<file path="src/rtl/hsmon_pkg.sv">
package hsmon_pkg;
    typedef enum logic [1:0] {
        SL_IDLE    = 2'd0,
        SL_COLLECT = 2'd1,
        SL_OBLIG   = 2'd2
    } slot_st_e;
endpackage

</file>
<file path="src/rtl/hsmon_alloc.sv">
module hsmon_alloc #(
    parameter int SLOTS = 4
) (
    input  logic             clk,
    input  logic             rst,
    input  logic             req,
    input  logic [SLOTS-1:0] free,
    output logic [SLOTS-1:0] grant,
    output logic             full
);
    // lowest free slot wins
    always_comb begin
        logic found;
        found = 1'b0;
        grant = '0;
        for (int i = 0; i < SLOTS; i++) begin
            if (req && free[i] && !found) begin
                grant[i] = 1'b1;
                found    = 1'b1;
            end
        end
        full = (free == '0);
    end

    p_grant_onehot_r8: assert property (@(posedge clk) disable iff (rst)
        $onehot0(grant));
    p_grant_free_r8: assert property (@(posedge clk) disable iff (rst)
        (grant & ~free) == '0);
    p_grant_when_room_r8: assert property (@(posedge clk) disable iff (rst)
        (req && !full) |-> (grant != '0));
endmodule

</file>
<file path="src/rtl/hsmon_slot.sv">
module hsmon_slot
    import hsmon_pkg::*;
#(
    parameter int COUNT = 8,
    localparam int CW = $clog2(COUNT + 1)
) (
    input  logic clk,
    input  logic rst,
    input  logic launch,
    input  logic grab,
    input  logic abort,
    input  logic give,
    input  logic done,
    output logic busy,
    output logic viol
);
    typedef struct packed {
        slot_st_e        st;
        logic [CW-1:0]   cnt;
    } slot_t;

    slot_t         slot_d, slot_q;
    logic [CW-1:0] tally;

    always_comb begin
        slot_d = slot_q;
        viol   = 1'b0;
        tally  = slot_q.cnt + {{(CW-1){1'b0}}, give};
        case (slot_q.st)
            SL_IDLE: begin
                if (launch) begin
                    slot_d.st  = SL_COLLECT;
                    slot_d.cnt = '0;
                end
            end
            SL_COLLECT: begin
                if (abort) begin
                    slot_d.st  = SL_IDLE;
                    slot_d.cnt = '0;
                end else if (grab) begin
                    if (slot_q.cnt == CW'(COUNT - 1)) begin
                        slot_d.st  = SL_OBLIG;
                        slot_d.cnt = '0;
                    end else begin
                        slot_d.cnt = slot_q.cnt + 1'b1;
                    end
                end
            end
            SL_OBLIG: begin
                if (tally == CW'(COUNT)) begin
                    slot_d.st  = SL_IDLE;
                    slot_d.cnt = '0;
                end else if (done) begin
                    viol       = 1'b1;
                    slot_d.st  = SL_IDLE;
                    slot_d.cnt = '0;
                end else begin
                    slot_d.cnt = tally;
                end
            end
            default: begin
                slot_d.st  = SL_IDLE;
                slot_d.cnt = '0;
            end
        endcase
    end

    always_ff @(posedge clk) begin
        if (rst) begin
            slot_q.st  <= SL_IDLE;
            slot_q.cnt <= '0;
        end else begin
            slot_q <= slot_d;
        end
    end

    assign busy = (slot_q.st != SL_IDLE);

    p_launch_r2: assert property (@(posedge clk) disable iff (rst)
        (slot_q.st == SL_IDLE && launch) |=> (slot_q.st == SL_COLLECT && slot_q.cnt == '0));
    p_cnt_bound_r3: assert property (@(posedge clk) disable iff (rst)
        (slot_q.st != SL_IDLE) |-> (slot_q.cnt < CW'(COUNT)));
    p_abort_drop_r4: assert property (@(posedge clk) disable iff (rst)
        (slot_q.st == SL_COLLECT && abort) |=> (slot_q.st == SL_IDLE));
    p_viol_only_oblig_r5: assert property (@(posedge clk) disable iff (rst)
        viol |-> (slot_q.st == SL_OBLIG && done));
    p_done_ignored_r9: assert property (@(posedge clk) disable iff (rst)
        (slot_q.st == SL_COLLECT) |-> !viol);
    p_oblig_holds_r10: assert property (@(posedge clk) disable iff (rst)
        (slot_q.st == SL_OBLIG && !done && !give) |=> (slot_q.st == SL_OBLIG && $stable(slot_q.cnt)));
endmodule

</file>
<file path="src/rtl/seq_obligation_monitor.sv">
module seq_obligation_monitor #(
    parameter int COUNT = 8,
    parameter int SLOTS = 4
) (
    input  logic clk,
    input  logic rst,
    input  logic trig_i,
    input  logic grab_i,
    input  logic abort_i,
    input  logic give_i,
    input  logic done_i,
    output logic err_o,
    output logic fail_o,
    output logic ovf_o
);
    typedef struct packed {
        logic err;
        logic fail;
        logic ovf;
    } flags_t;

    flags_t           flags_d, flags_q;
    logic [SLOTS-1:0] busy, viol, grant;
    logic             full;

    hsmon_alloc #(.SLOTS(SLOTS)) u_alloc (
        .clk   (clk),
        .rst   (rst),
        .req   (trig_i),
        .free  (~busy),
        .grant (grant),
        .full  (full)
    );

    for (genvar g = 0; g < SLOTS; g++) begin : g_slot
        hsmon_slot #(.COUNT(COUNT)) u_slot (
            .clk    (clk),
            .rst    (rst),
            .launch (grant[g]),
            .grab   (grab_i),
            .abort  (abort_i),
            .give   (give_i),
            .done   (done_i),
            .busy   (busy[g]),
            .viol   (viol[g])
        );
    end

    always_comb begin
        flags_d      = flags_q;
        flags_d.err  = |viol;
        flags_d.fail = flags_q.fail | (|viol);
        flags_d.ovf  = flags_q.ovf | (trig_i & full);
    end

    always_ff @(posedge clk) begin
        if (rst) begin
            flags_q <= '0;
        end else begin
            flags_q <= flags_d;
        end
    end

    assign err_o  = flags_q.err;
    assign fail_o = flags_q.fail;
    assign ovf_o  = flags_q.ovf;

    p_fail_sticky_r7: assert property (@(posedge clk) disable iff (rst)
        fail_o |=> fail_o);
    p_err_sets_fail_r7: assert property (@(posedge clk) disable iff (rst)
        err_o |-> fail_o);
    p_err_registered_r5: assert property (@(posedge clk) disable iff (rst)
        (viol != '0) |=> err_o);
    p_no_overflow_r8: assert property (@(posedge clk) disable iff (rst)
        (trig_i && busy != '1) |=> ($stable(ovf_o)));
    p_ovf_sticky_r8: assert property (@(posedge clk) disable iff (rst)
        ovf_o |=> ovf_o);
endmodule

</file>
<file path="config.mk">
export PLATFORM = sky130hd
export DESIGN_NAME = seq_obligation_monitor
export DESIGN_NICKNAME = d
export VERILOG_FILES = /design/src/rtl/hsmon_pkg.sv /design/src/rtl/hsmon_alloc.sv /design/src/rtl/hsmon_slot.sv /design/src/rtl/seq_obligation_monitor.sv
export SDC_FILE = /design/constraint.sdc
export NUM_CORES = 1
export LEC_CHECK = 0
export BUFFER_PORTS_ARGS = -buffer_cell sky130_fd_sc_hd__buf_2
export CAP_MARGIN = 20
export CORE_MARGIN = 4
export CORE_UTILIZATION = 65
export DETAILED_ROUTE_END_ITERATION = 6
export PLACE_DENSITY = 0.84
export RECOVER_POWER = 100
export SYNTH_ARGS = -nofsm -noshare
export SYNTH_HDL_FRONTEND = slang
export SYNTH_SLANG_ARGS = --single-unit
</file>
<file path="constraint.sdc">
create_clock -name clk -period 3.3 [get_ports clk]
set_input_delay 0.66 -clock clk [delete_from_list [all_inputs] [get_ports clk]]
set_output_delay 0.66 -clock clk [all_outputs]
set_load 0.1 [all_outputs]
</file>
==> reports/summary.log <==
INFO  synth          synth_area_leaders=sky130_fd_sc_hd__dfxtp_1, sky130_fd_sc_hd__ha_1, sky130_fd_sc_hd__nor2_1
INFO  critical_path  timing.critical_path.from=fail_o
INFO  global_route   antenna_found_initial=0
INFO  synth          syn_area_per_cell=7.97µm²
INFO  synth          fraction_of_the_mapped_netlist_area_in_adder_cells=7.53%
INFO  cells_and_area mostFrequentLayoutCells=sky130_fd_sc_hd__nor2_1, sky130_fd_sc_hd__dfxtp_1, sky130_fd_sc_hd__a21oi_1
INFO  die            die_w=63.4µm
INFO  critical_path  rr_startpoint=g_slot[3].u_slot.slot_q[0]
INFO  cts            clkSlewWorstSetupHoldPaths=0.16ns
INFO  placed_design  io_buffers=9
INFO  cells_and_area antennaDiodeCount=0
INFO  cells_and_area area_growth=0.314%
INFO  hold_path      hold_depth=1
INFO  timing         setup_violations=0
INFO  global_route   grt_pass1_wl=8.01mm
INFO  timing         grt_setup_unrepaired=false
INFO  timing         max_clock_freq=0.442GHz
INFO  die            dieHeight=63.4µm
INFO  critical_path  critical_path.cell_chain=clkbuf_1
INFO  die            floorplan.io_pins=10
INFO  critical_path  setup.worst_path.class=flip-flop to output pin
INFO  routing        post_dr_vias_cell=6.64
INFO  global_route   grt_max_degree=26
INFO  die            core.rowCount=19
INFO  critical_path  endpoint_kind=output pin
INFO  die            coreArea=2850µm²
INFO  critical_path  critical-path-top-delay-family=buffers and inverters
INFO  die            floorplan.initialDensity=69.9%
INFO  pwr            power.internal=0.433mW
INFO  critical_path  critical_path_cell_count=1
INFO  synth          synth_top_area_share=27.1%
INFO  synth          ys_types=61
INFO  synth          synth-edff-count=0
INFO  job            maxCapViolations=0
INFO  routing        drt_pass1_iterations=4
INFO  timing         timing_max_transition_violations_final=0
INFO  synth          synth_async_sr_flop_share=0%
INFO  routing        detail_route.drc_violations=0
INFO  synth          ys_warn_count=0
INFO  synth          synthesized_netlist_cell_count=250
INFO  hold_path      hold_class=flip-flop to flip-flop
INFO  global_route   grt_pass1_vias=1822
INFO  critical_path  timing.reg2reg.setup_slack=1.18ns
INFO  cts            worstSkewPairLatency=0.34ns
INFO  cts            postCtsResizedCells=0
INFO  routing        drt_wl_total=4.36mm
INFO  timing         post-route-min-period=2.26ns
INFO  critical_path  endpoint_of_the_most_critical_setup_path=fail_o
INFO  cells_and_area final_layout_size_suffix_gt1_share=5.62%
INFO  synth          synth_compound_gate_area_share=30.8%
INFO  synth          post_synth_and_or_nand_nor_area_fraction=24.5%
INFO  critical_path  worstPathArrival=1.60ns
INFO  global_route   grt_use_total=23.9%
INFO  critical_path  critical_path_required=2.64ns
INFO  cts            htree_num_levels=1
INFO  cts            tritoncts.num_buffers=3
INFO  critical_path  cp-start-kind=flip-flop
INFO  cts            ctsRootBufferMaster=sky130_fd_sc_hd__clkbuf_4
INFO  outcome        run_status=completed
INFO  routing        drtIter0Drc=132
INFO  timing         totalNegativeSetupSlack=0ns
INFO  cts            cts_sinks=27
INFO  critical_path  timing.reg2reg.worst_path_depth=7
INFO  pwr            cellPowerDensity=324nW/µm²
INFO  synth          synth_ff_type=sky130_fd_sc_hd__dfxtp_1
INFO  synth          synth_mux_area_share=0.502%
INFO  pwr            comb_power_share=20.9%
INFO  placed_design  routabilityCongestion=0.934
INFO  critical_path  timing.rr.end=err_o
INFO  routing        wire_per_inst=15.6µm
INFO  synth          syn-num-nets=269
INFO  synth          yosysSeqAreaShare=27.1%
INFO  routing        drt.antenna.violating_nets=0
INFO  global_route   grt.overflow.total=0
INFO  die            dieArea=4020µm²
INFO  pwr            p_leak=0.698nW
INFO  cells_and_area finish.net_count=269
INFO  critical_path  worstPathBufferInverterCount=1
INFO  timing         finClkSkew=0.0195ns
INFO  timing         max_slew.worst_pin.slew=1.17ns
INFO  timing         slew-limit-headroom=22.4%
INFO  critical_path  cpPeakStageDelay=0.87ns
INFO  synth          yosys.area.top_type=sky130_fd_sc_hd__dfxtp_1
INFO  synth          number_of_synthesized_register_bits=27
INFO  routing        detailroute.via_count=1858
INFO  pwr            switching_share=33.2%
INFO  pwr            irDropWorstVdd=236µV
INFO  synth          synth-xor-area-share=3.52%
INFO  timing         endpoints_failing_hold=0
INFO  pwr            pwr-share-clk=23.5%
INFO  critical_path  peak_fanout_along_the_critical_path=2
INFO  cts            cts_tree=done
INFO  pwr            p_switching=0.215mW
INFO  placed_design  dp.final_hpwl=3.19mm
INFO  pwr            total_power=0.648mW
INFO  critical_path  critPathSlowestCell=sky130_fd_sc_hd__clkbuf_1
INFO  timing         fin_worst_hold_slack=0.504ns
INFO  synth          main_combinational_cell_family_by_area_after_synthesis=compound AO/OA/AOI/OAI gates
INFO  pwr            power.share.sequential=55.6%
INFO  cts            cts_hold_repair.buffers=0
INFO  timing         final_period_utilization=68.6%
INFO  synth          summed_instance_area_of_the_synthesized_netlist=1990µm²
INFO  cts            ctsLongestPathBuffers=2
INFO  cts            cts_setup_buffers=0
-- cell families after synthesis --
group | count (synthesis)
xor+xnor | 8
buf+inv | 23
compound gates | 85
mux | 1
fa+ha+maj | 12
flops | 27
simple gates | 94
-- how the worst min path moves through the flow --
stage | startpoint | to
after CTS | ovf_o | ovf_o
after global placement | ovf_o | ovf_o
final | ovf_o | ovf_o
after floorplan | g_slot[0].u_slot.slot_q[1] | g_slot[0].u_slot.slot_q[1]
after detailed placement | ovf_o | ovf_o
after global routing | ovf_o | ovf_o
-- power groups by stage --
stage	sequential [mW]	combinational, mW	clock [mW]
floorplan	0.358	0.120	0
global placement	0.367	0.135	0
detailed placement	0.368	0.136	0
CTS	0.361	0.137	0.158
global route	0.365	0.157	0.170
finish	0.361	0.136	0.152
-- per-layer routing --
metal	global-route usage, %	part of all wire [%]
met2	37.8	44
met1	33.7	48
met5	0	0
met3	2.49	6.4
met4	8.36	1.1
-- Yosys cell counts (all sizes together), types with 4 or more instances --
cell type / n
nor3b: 7
a22oi: 6
dfxtp: 27
or3: 4
ha: 12
a211oi: 5
nor3: 10
a221oi: 4
nor2: 27
a21oi: 20
nand2b: 4
buf: 10
nand3: 10
clkbuf: 4
xnor2: 5
o21ai: 17
nand2: 18
inv: 9
-- per-stage QoR --
step	cell area (µm²)	worst slack (ns)	cells	util, %
finish	2000	1.04	280	70.1
global route	2000	0.891	280	70.1
floorplan	1990	1.13	250	-
global placement	1990	0.867	276	69.8
CTS	2020	1.16	280	70.8
detailed placement	1990	0.770	276	69.8
-- registers in the layout, indices dropped and copies added, names as in the netlist --
| name | cells |
|---|---|
| g_slot.u_slot.slot_q | 24 |
| ovf_o | 1 |
| fail_o | 1 |
| err_o | 1 |
-- area by class of cell --
class	instances	area [µm²]
flip-flops and latches	27	541
clock buffers	3	22.5
well taps	31	38.8
fillers	258	853
inverters	9	33.8
clock inverters	1	7.51
multi-input cells	200	1320
repair buffers	9	38.8
No activity file was read; power rests on OpenSTA's default activity.
